`src/rtl/coal_pkg.sv`:
```
package coal_pkg;
   // Access size encoding of one lane
   typedef enum logic {
      SZ_WORD = 1'b0,
      SZ_QUAD = 1'b1
   } acc_size_e;

   localparam int WORD_BYTES = 4;
   localparam int QUAD_BYTES = 16;
endpackage

```
`src/rtl/coal_first_lane.sv`:
```
module coal_first_lane #(
   parameter int N     = 16,
   localparam int IDX_W = (N > 1) ? $clog2(N) : 1
) (
   input  logic [N-1:0]     req,
   output logic [IDX_W-1:0] idx
);
   // Lowest-index set bit wins
   always_comb begin
      idx = '0;
      for (int i = N - 1; i >= 0; i--) begin
         if (req[i]) idx = IDX_W'(i);
      end
   end
endmodule

```
`src/rtl/coal_lane_slot.sv`:
```
module coal_lane_slot
   import coal_pkg::*;
#(
   parameter int ADDR_W      = 32,
   parameter int REGION_BITS = 8,
   localparam int TAG_W  = ADDR_W - REGION_BITS,
   localparam int WORDS  = (1 << REGION_BITS) / WORD_BYTES,
   localparam int WIDX_W = REGION_BITS - 2
) (
   input  logic [ADDR_W-1:0] addr,
   input  acc_size_e         size,
   input  logic              pending,
   input  logic [TAG_W-1:0]  lead_tag,
   output logic              match,
   output logic [WORDS-1:0]  word_en
);
   logic [WIDX_W-1:0] word_idx;
   logic [WIDX_W-3:0] quad_idx;
   logic [1:0]        addr_unused;

   assign addr_unused = addr[1:0];
   assign word_idx    = addr[REGION_BITS-1:2];
   assign quad_idx    = addr[REGION_BITS-1:4];
   assign match       = pending && (addr[ADDR_W-1:REGION_BITS] == lead_tag);

   for (genvar w = 0; w < WORDS; w++) begin : g_word
      localparam logic [WIDX_W-1:0] W_IDX = WIDX_W'(w);
      always_comb begin
         if (!match)
            word_en[w] = 1'b0;
         else if (size == SZ_QUAD)
            word_en[w] = (W_IDX[WIDX_W-1:2] == quad_idx);
         else
            word_en[w] = (W_IDX == word_idx);
      end
   end
endmodule

```
`src/rtl/vec_mem_coalescer.sv`:
```
module vec_mem_coalescer
   import coal_pkg::*;
#(
   parameter int LANES       = 16,
   parameter int ADDR_W      = 32,
   parameter int REGION_BITS = 8,
   parameter int CHAN_W      = 3,
   localparam int REGION_BYTES = 1 << REGION_BITS,
   localparam int WORDS        = REGION_BYTES / WORD_BYTES,
   localparam int TAG_W        = ADDR_W - REGION_BITS,
   localparam int IDX_W        = (LANES > 1) ? $clog2(LANES) : 1
) (
   input  logic                      clk,
   input  logic                      rst_n,
   input  logic                      in_valid,
   output logic                      in_ready,
   input  logic [LANES-1:0]          in_lane_en,
   input  logic [LANES-1:0]          in_lane_wide,
   input  logic [LANES*ADDR_W-1:0]   in_lane_addr,
   output logic                      out_valid,
   input  logic                      out_ready,
   output logic [ADDR_W-1:0]         out_base,
   output logic [REGION_BYTES-1:0]   out_byte_en,
   output logic [CHAN_W-1:0]         out_chan,
   output logic                      out_last
);
   // Elaboration-time parameter checks
   if (LANES < 2) begin : g_bad_lanes
      $error("LANES must be at least 2");
   end
   if (REGION_BITS < 5) begin : g_bad_region
      $error("REGION_BITS must hold at least two quads");
   end
   if (CHAN_W < 1 || REGION_BITS + CHAN_W > ADDR_W) begin : g_bad_chan
      $error("channel slice must fit above the region field");
   end

   logic                    busy_q;
   logic [LANES-1:0]        pending_q;
   logic [LANES-1:0]        wide_q;
   logic [LANES*ADDR_W-1:0] addr_q;

   logic [IDX_W-1:0]        lead_idx;
   logic [TAG_W-1:0]        lead_tag;
   logic [LANES-1:0]        match;
   logic [WORDS-1:0]        lane_words [LANES];
   logic [WORDS-1:0]        word_en;
   logic                    accept;
   logic                    drain;

   assign accept = in_valid && in_ready;
   assign drain  = busy_q && out_ready;

   always_ff @(posedge clk) begin
      if (!rst_n) begin
         busy_q    <= 1'b0;
         pending_q <= '0;
      end else if (accept) begin
         busy_q    <= |in_lane_en;
         pending_q <= in_lane_en;
      end else if (drain) begin
         pending_q <= pending_q & ~match;
         if (out_last) busy_q <= 1'b0;
      end
   end

   always_ff @(posedge clk) begin
      if (accept) begin
         addr_q <= in_lane_addr;
         wide_q <= in_lane_wide;
      end
   end

   coal_first_lane #(.N(LANES)) i_first (
      .req (pending_q),
      .idx (lead_idx)
   );

   assign lead_tag = addr_q[int'(lead_idx)*ADDR_W + REGION_BITS +: TAG_W];

   for (genvar l = 0; l < LANES; l++) begin : g_lane
      coal_lane_slot #(
         .ADDR_W      (ADDR_W),
         .REGION_BITS (REGION_BITS)
      ) i_slot (
         .addr     (addr_q[l*ADDR_W +: ADDR_W]),
         .size     (acc_size_e'(wide_q[l])),
         .pending  (pending_q[l]),
         .lead_tag (lead_tag),
         .match    (match[l]),
         .word_en  (lane_words[l])
      );
   end

   always_comb begin
      word_en = '0;
      for (int l = 0; l < LANES; l++) word_en = word_en | lane_words[l];
   end

   for (genvar b = 0; b < REGION_BYTES; b++) begin : g_byte
      assign out_byte_en[b] = word_en[b / WORD_BYTES];
   end

   assign in_ready  = !busy_q;
   assign out_valid = busy_q;
   assign out_base  = {lead_tag, {REGION_BITS{1'b0}}};
   assign out_chan  = addr_q[int'(lead_idx)*ADDR_W + REGION_BITS +: CHAN_W];
   assign out_last  = ((pending_q & ~match) == '0);

   // stalled request holds its content
   p_hold_req_r6: assert property (@(posedge clk) disable iff (!rst_n)
      out_valid && !out_ready |=> out_valid && $stable(out_base)
                                  && $stable(out_byte_en) && $stable(out_chan));

   // every request touches at least one byte
   p_mask_nonempty_r3: assert property (@(posedge clk) disable iff (!rst_n)
      out_valid |-> (|out_byte_en));

   // a non-final accepted request is followed by another one
   p_split_continues_r4: assert property (@(posedge clk) disable iff (!rst_n)
      out_valid && out_ready && !out_last |=> out_valid && !in_ready);

   // input reopens right after the final request is taken
   p_release_r7: assert property (@(posedge clk) disable iff (!rst_n)
      out_valid && out_ready && out_last |=> in_ready && !out_valid);

   // channel agrees with the region address
   p_chan_slice_r9: assert property (@(posedge clk) disable iff (!rst_n)
      out_valid |-> out_chan == out_base[REGION_BITS +: CHAN_W]);

   // an instruction with no enabled lane leaves the block idle
   p_empty_idle_r8: assert property (@(posedge clk) disable iff (!rst_n)
      in_valid && in_ready && !(|in_lane_en) |=> in_ready && !out_valid);
endmodule

```
`config.mk`:
```
export PLATFORM = sky130hd
export DESIGN_NAME = vec_mem_coalescer
export DESIGN_NICKNAME = d
export VERILOG_FILES = /design/src/rtl/coal_pkg.sv /design/src/rtl/coal_first_lane.sv /design/src/rtl/coal_lane_slot.sv /design/src/rtl/vec_mem_coalescer.sv
export SDC_FILE = /design/constraint.sdc
export NUM_CORES = 2
export LEC_CHECK = 0
export CORE_AREA = 2 2 332 334
export DETAILED_ROUTE_END_ITERATION = 10
export DIE_AREA = 0 0 334 336
export GPL_TIMING_DRIVEN = 0
export PLACE_DENSITY_LB_ADDON = 0.05
export SKIP_CTS_REPAIR_TIMING = 1
export SLEW_MARGIN = 25
export SYNTH_ARGS = -nofsm -noshare
export SYNTH_HDL_FRONTEND = slang
export SYNTH_HIERARCHICAL = 1
export SYNTH_SLANG_ARGS = --single-unit
```
`constraint.sdc`:
```
create_clock -name clk -period 37.2 [get_ports clk]
set_input_delay 7.44 -clock clk [delete_from_list [all_inputs] [get_ports clk]]
set_output_delay 7.44 -clock clk [all_outputs]
set_load 0.02 [all_outputs]
```
**After elaboration in Yosys (flattened, before gate mapping)**

Index checks and enable logic that the tools add are counted.

- Mux-type cells: 2069
- Order comparisons: 0
- Add/subtract/negate cells: 1
- Shifts and indexed selects: 2
- Div/mod/pow operators: 0
- Reduce and logical (&&, ||, !) cells: 56
- Bitwise logic cells: 17
- Multipliers: 0
- Equal/unequal tests: 1264

Operator list:

| operator | count |
|---|---|
| 6-bit == test, first input constant | 512 |
| 1-bit two-way mux | 2051 |
| 5-bit by 6-bit == test with 1-bit output, first input constant | 256 |
| 64-bit bitwise OR | 15 |
| 4-bit by 6-bit == test with 1-bit output, first input constant | 128 |
| 4-bit == test, first input constant | 128 |
| 512-bit by 11-bit indexed part select with 3-bit output | 1 |
| 512-bit by 32-bit indexed part select with 24-bit output | 1 |
| 24-bit == test | 16 |
| 3-bit by 6-bit == test with 1-bit output, first input constant | 64 |
| 3-bit by 4-bit == test with 1-bit output, first input constant | 64 |
| 2-bit by 6-bit == test with 1-bit output, first input constant | 32 |
| 2-bit by 4-bit == test with 1-bit output, first input constant | 32 |
| 1-bit by 6-bit == test with 1-bit output, first input constant | 16 |
| 6-bit logical NOT | 16 |
| 1-bit by 4-bit == test with 1-bit output, first input constant | 16 |
| 4-bit logical NOT | 16 |
| 4-bit two-way mux | 16 |
| 16-bit two-way mux | 2 |
| 1-bit logical AND | 18 |
| 16-bit AND | 1 |
| 16-bit logical NOT | 1 |
| 16-bit NOT | 1 |
| 16-bit OR reduction | 1 |
| other kinds (4) | 5 |

- Output and inout bits: 294
- Input bits: 548
- Register bits after elaboration: 545
- Memory bits (read-only): 0
- Memories: 0
- Bits in latches: 0
- Bits in writable memories: 0
- Word-level logic and storage cells: 3413

**Longest topological paths before layout**

- Word-level depth: 36
- Mapped depth: 20
- Gate-level depth less buffers: 15

**Hierarchy**

Netlist, hierarchy kept.

By module, submodules not included:

| module | cells each | instances | area each (sq um) | seq. area each (sq um) |
|---|---|---|---|---|
| vec_mem_coalescer | 1363 | 1 | 23080.9 | 16195.5 |
| coal_lane_slot | 145 | 16 | 897.1 | 0.0 |
| coal_first_lane | 31 | 1 | 178.9 | 0.0 |

**Worst setup path before layout**

OpenSTA, ideal clock, no wires.

- Kind: input-to-reg
- Start: input port in_valid
- End: register pending_q[11]
- Buffers on the path: 2
- Stages: 5
- Arrival time: 23.796 ns
- Slack: 13.291 ns
- Library setup time: 0.113 ns
- Path through: nor2b_1 -> clkbuf_1 -> clkbuf_1 -> a22oi_1 -> nor2b_1

- Longest elaborated chain between the ends: 2
- Elaborated cells between the ends (all ways): 3
- Those cells by class: mux: 1; reduce/logical: 2

RTL lines:

| element | RTL line | RTL |
|---|---|---|
| from (decl) | vec_mem_coalescer.sv:15 | `input logic in_valid,` |
| 1-bit logical AND * | vec_mem_coalescer.sv:51 | `assign accept = in_valid && in_ready;` |
| via accept | vec_mem_coalescer.sv:48 | `logic accept;` |
| 16-bit two-way mux or 2-bit nonzero test (tied branches) | -- |  |
| to (signal assigned) | vec_mem_coalescer.sv:60 | `pending_q <= in_lane_en;` |
| to (signal assigned) | vec_mem_coalescer.sv:62 | `pending_q <= pending_q & ~match;` |
| to (decl) | vec_mem_coalescer.sv:39 | `logic [LANES-1:0] pending_q;` |

The timed path passes the listed nets; every way through them passes the cells marked *.
A chain may end at the register's enable or synchronous reset.

**Worst setup path in the final report**

- Start: register pending_q[14]
- End: output port out_last

- Longest elaborated chain between the ends: 22
- Elaborated cells between the ends (all ways): 52
- Those cells by class: add/sub: 1; eq/ne: 16; shift: 1; mux: 15; bitwise: 2; reduce/logical: 17

RTL lines:

| element | RTL line | RTL |
|---|---|---|
| 4-bit two-way mux (15 in series) | coal_first_lane.sv:12 | `if (req[i]) idx = IDX_W'(i);` |
| via lead_idx[1] | vec_mem_coalescer.sv:43 | `logic [IDX_W-1:0] lead_idx;` |
| 9-bit by 4-bit adder with 10-bit output | vec_mem_coalescer.sv:79 | `assign lead_tag = addr_q[int'(lead_idx)*ADDR_W + REGION_BITS +: TAG_W];` |
| 512-bit by 32-bit indexed part select with 24-bit output | vec_mem_coalescer.sv:79 |  |
| 24-bit == test | coal_lane_slot.sv:24 | `assign match = pending && (addr[ADDR_W-1:REGION_BITS] == lead_tag);` |
| 1-bit logical AND | coal_lane_slot.sv:24 |  |
| via match[14] | vec_mem_coalescer.sv:45 | `logic [LANES-1:0] match;` |
| 16-bit NOT | vec_mem_coalescer.sv:108 | `assign out_last = ((pending_q & ~match) == '0);` |
| 16-bit AND | vec_mem_coalescer.sv:108 |  |
| 16-bit logical NOT | vec_mem_coalescer.sv:108 |  |
| to (decl) | vec_mem_coalescer.sv:25 | `output logic out_last` |

The timed path passes the listed nets, and every way through them passes these cells.

==> metrics.cfg <==
[global_route]
grt_overflow_total = 0
grt_pass1_vias = 34740
grt_antenna_before_repair = 53
grt_use_total_pct = 34.75
grt_max_degree = 51
grt_pass1_wl_mm = 274.2

[setup_path]
cpMaxStageDelayCell = clkdlybuf4s50_1
path_buf_inv = 6
worstPathArrival_ns = 9.61
start_kind = flip-flop
path_max_fanout = 17
rr_startpoint = pending_q[14]
slowest_delay_ns = 0.84
r2r_cells = 20
crit_type = flip-flop to output pin
worstPathCellList = nor2_1, nor3_1, o31ai_1, a31oi_1, clkbuf_1, buf_2, buf_2, mux4_2, a22oi_1, nand2_1, xor2_1, nor4_1, nand4_1, clkbuf_1, clkbuf_1, nor2_1, nand2b_1, o2111ai_1, nor4_1, clkdlybuf4s50_1
r2r-end = out_valid
end_kind = output pin
critical-path-top-delay-family = simple AND/OR/NAND/NOR gates
crit_top_cell = clkbuf_1
r2r_setup_slack_ns = 28.74
cp.required_ns = 29.76

[final_layout]
layout.nets = 5115
instances_no_fill = 6057
drive_gt1_share_pct = 14.31
fin_util_pct = 45.27
syn_to_final_growth_pct = 33.90

[clocking]
clk_pin_slew_ns = 0.07
clock_path_buffers = 3
numCtsBuffers = 60
cts-root-buf = clkbuf_16
h-tree-depth = 2
cts_tree = built
clk_latency_ns = 0.72
clock_sinks = 513

[die]
core_um2 = 108400
fp.dieH_um = 336
num_rows = 121
fp.dieArea_um2 = 112200
start_util_pct = 33.81
ios = 842
die_w_um = 334

[outcome]
status = complete, no violations

[placement]
dp.cells = 5919
dp_hpwl_mm = 161.9
place.gp.congestion = 0.9779
portBuffers = 800

[worst_hold_path]
hp-start = pending_q[1]
hold_path.class = flip-flop to flip-flop
whs_path_depth = 2
min_to = pending_q[1]

[drt]
drtIter0Drc = 4826
ant_nets = 0
vias_per_cell = 5.973
vias = 36180
wire_per_inst_um = 33.36
drc = 0
dr.pass1.iters = 8
wirelength_mm = 202.1

[sta]
drv_slew = 0
fmax_mhz = 58.64
period_share_pct = 45.84
tightest_slew_ns = 1.222
relSlewSlack_pct = 17.76
rsz0062_at_grt = false
clock_skew_ns = 0.06925
tns_ns = 0
min_period_ns = 17.05
setup_viol = 0
final_hold_viol_count = 0

[synth]
avgSynthCellArea_um2 = 9.955
netlist_instances = 3682
synth_warnings = 6
synthesis.area_um2 = 36650

[pwr]
p_per_area_nw_per_um2 = 53.75
ir_worst_vdd_v = 0.00003428
power_leakage_nw = 16.00

[job]
cap_violations = 0

## area by class of cell
class                      instances  area [um2]
timing repair buffer             816        8320
inverter                          40       150.1
multi-input combinational       2715       18640
buffer                           421        2904
antenna                           25       62.56
tap                             1414        1769
clock inverter                    42       451.7
clock buffer                      71        1543
sequential                       513       15230
fill                           10520       59320
## worst max path at each step
| stage | start | endpoint | slack [ns] | depth (start not counted) |
|---|---|---|---|---|
| finish | pending_q[14] | out_last | 20.15 | 20 |
| global route | pending_q[14] | out_last | 20.22 | 20 |
| CTS | pending_q[14] | out_last | 20.35 | 20 |
| detailed placement | pending_q[14] | out_last | 21.17 | 20 |
| global placement | in_valid | pending_q[11] | 6.53 | 6 |
| floorplan | in_valid | pending_q[11] | 14.23 | 5 |
## worst register-to-register path, cell delays in order (launching register included)
cell and delay [ns]:
dfxtp_1 0.47, nor2_1 0.12, nor3_1 0.19, o31ai_1 0.11, a31oi_1 0.18, clkbuf_1 0.25, buf_2 0.39, buf_2 0.55
mux4_2 0.41, a22oi_1 0.33, nand2_1 0.73, xor2_1 0.38, nor4_1 0.77, nand4_1 0.60, clkbuf_1 0.44, clkbuf_1 0.35
nor2_1 0.65, nand2b_1 0.20, o2111ai_1 0.11, nor4_1 0.82, o21ai_0 0.24
## power breakdown
part | internal [W] | leakage (nW) | switching (W)
sequential | 0.000716 | 4.85 | 0.0000631
clock | 0.000340 | 0.951 | 0.000262
combinational | 0.000431 | 10.2 | 0.000825
## sequential cells by signal, summed over array words and instances (netlist names)
register	count
out_valid	1
addr_q	480
wide_q	16
pending_q	16
## layout by cell type (no fill, tap or decap), types with 6 or more instances in the layout
cell	instances
a211oi_1	48
a21oi_1	40
a22oi_1	60
a31oi_1	15
buf_12	7
buf_2	28
buf_4	205
buf_6	69
bufinv_16	6
clkbuf_1	124
clkbuf_16	60
clkdlybuf4s50_1	800
clkinv_1	13
clkinv_2	10
clkinvlp_4	6
conb_1	8
dfxtp_1	17
diode_2	25
edfxtp_1	496
inv_1	40
mux4_2	96
nand2_1	168
nand2b_1	45
nand3_1	98
nand4_1	113
nand4_2	64
nor2_1	73
nor2b_1	83
nor3_1	1042
nor3_4	16
nor4_1	272
nor4_2	38
nor4_4	17
o211a_1	16
or2_2	16
xnor2_1	16
xor2_1	352
## metrics by stage
| step | setup WS [ns] | total power [W] | hold WS [ns] | area, um2 |
|---|---|---|---|---|
| 6_report | 20.15 | 0.002638 | 0.6480 | 49080 |
| 5_1_grt | 20.22 | 0.002735 | 0.6899 | 49050 |
| 4_1_cts | 20.35 | 0.002641 | 0.6380 | 49010 |
| 3_5_place_dp | 21.17 | 0.002034 | 0.6282 | 47010 |
| 3_3_place_gp | 6.535 | 0.002090 | 0.6252 | 46460 |
| 2_1_floorplan | 14.23 | 0.001607 | 0.5561 | 36680 |
## layer usage
metal | wire length (um) | global-route usage, %
met1 | 74690 | 41.29
met2 | 95840 | 58.16
met3 | 16320 | 6.511
met4 | 15010 | 21.74
met5 | 214 | 0
(Power assumes the default switching activity.)
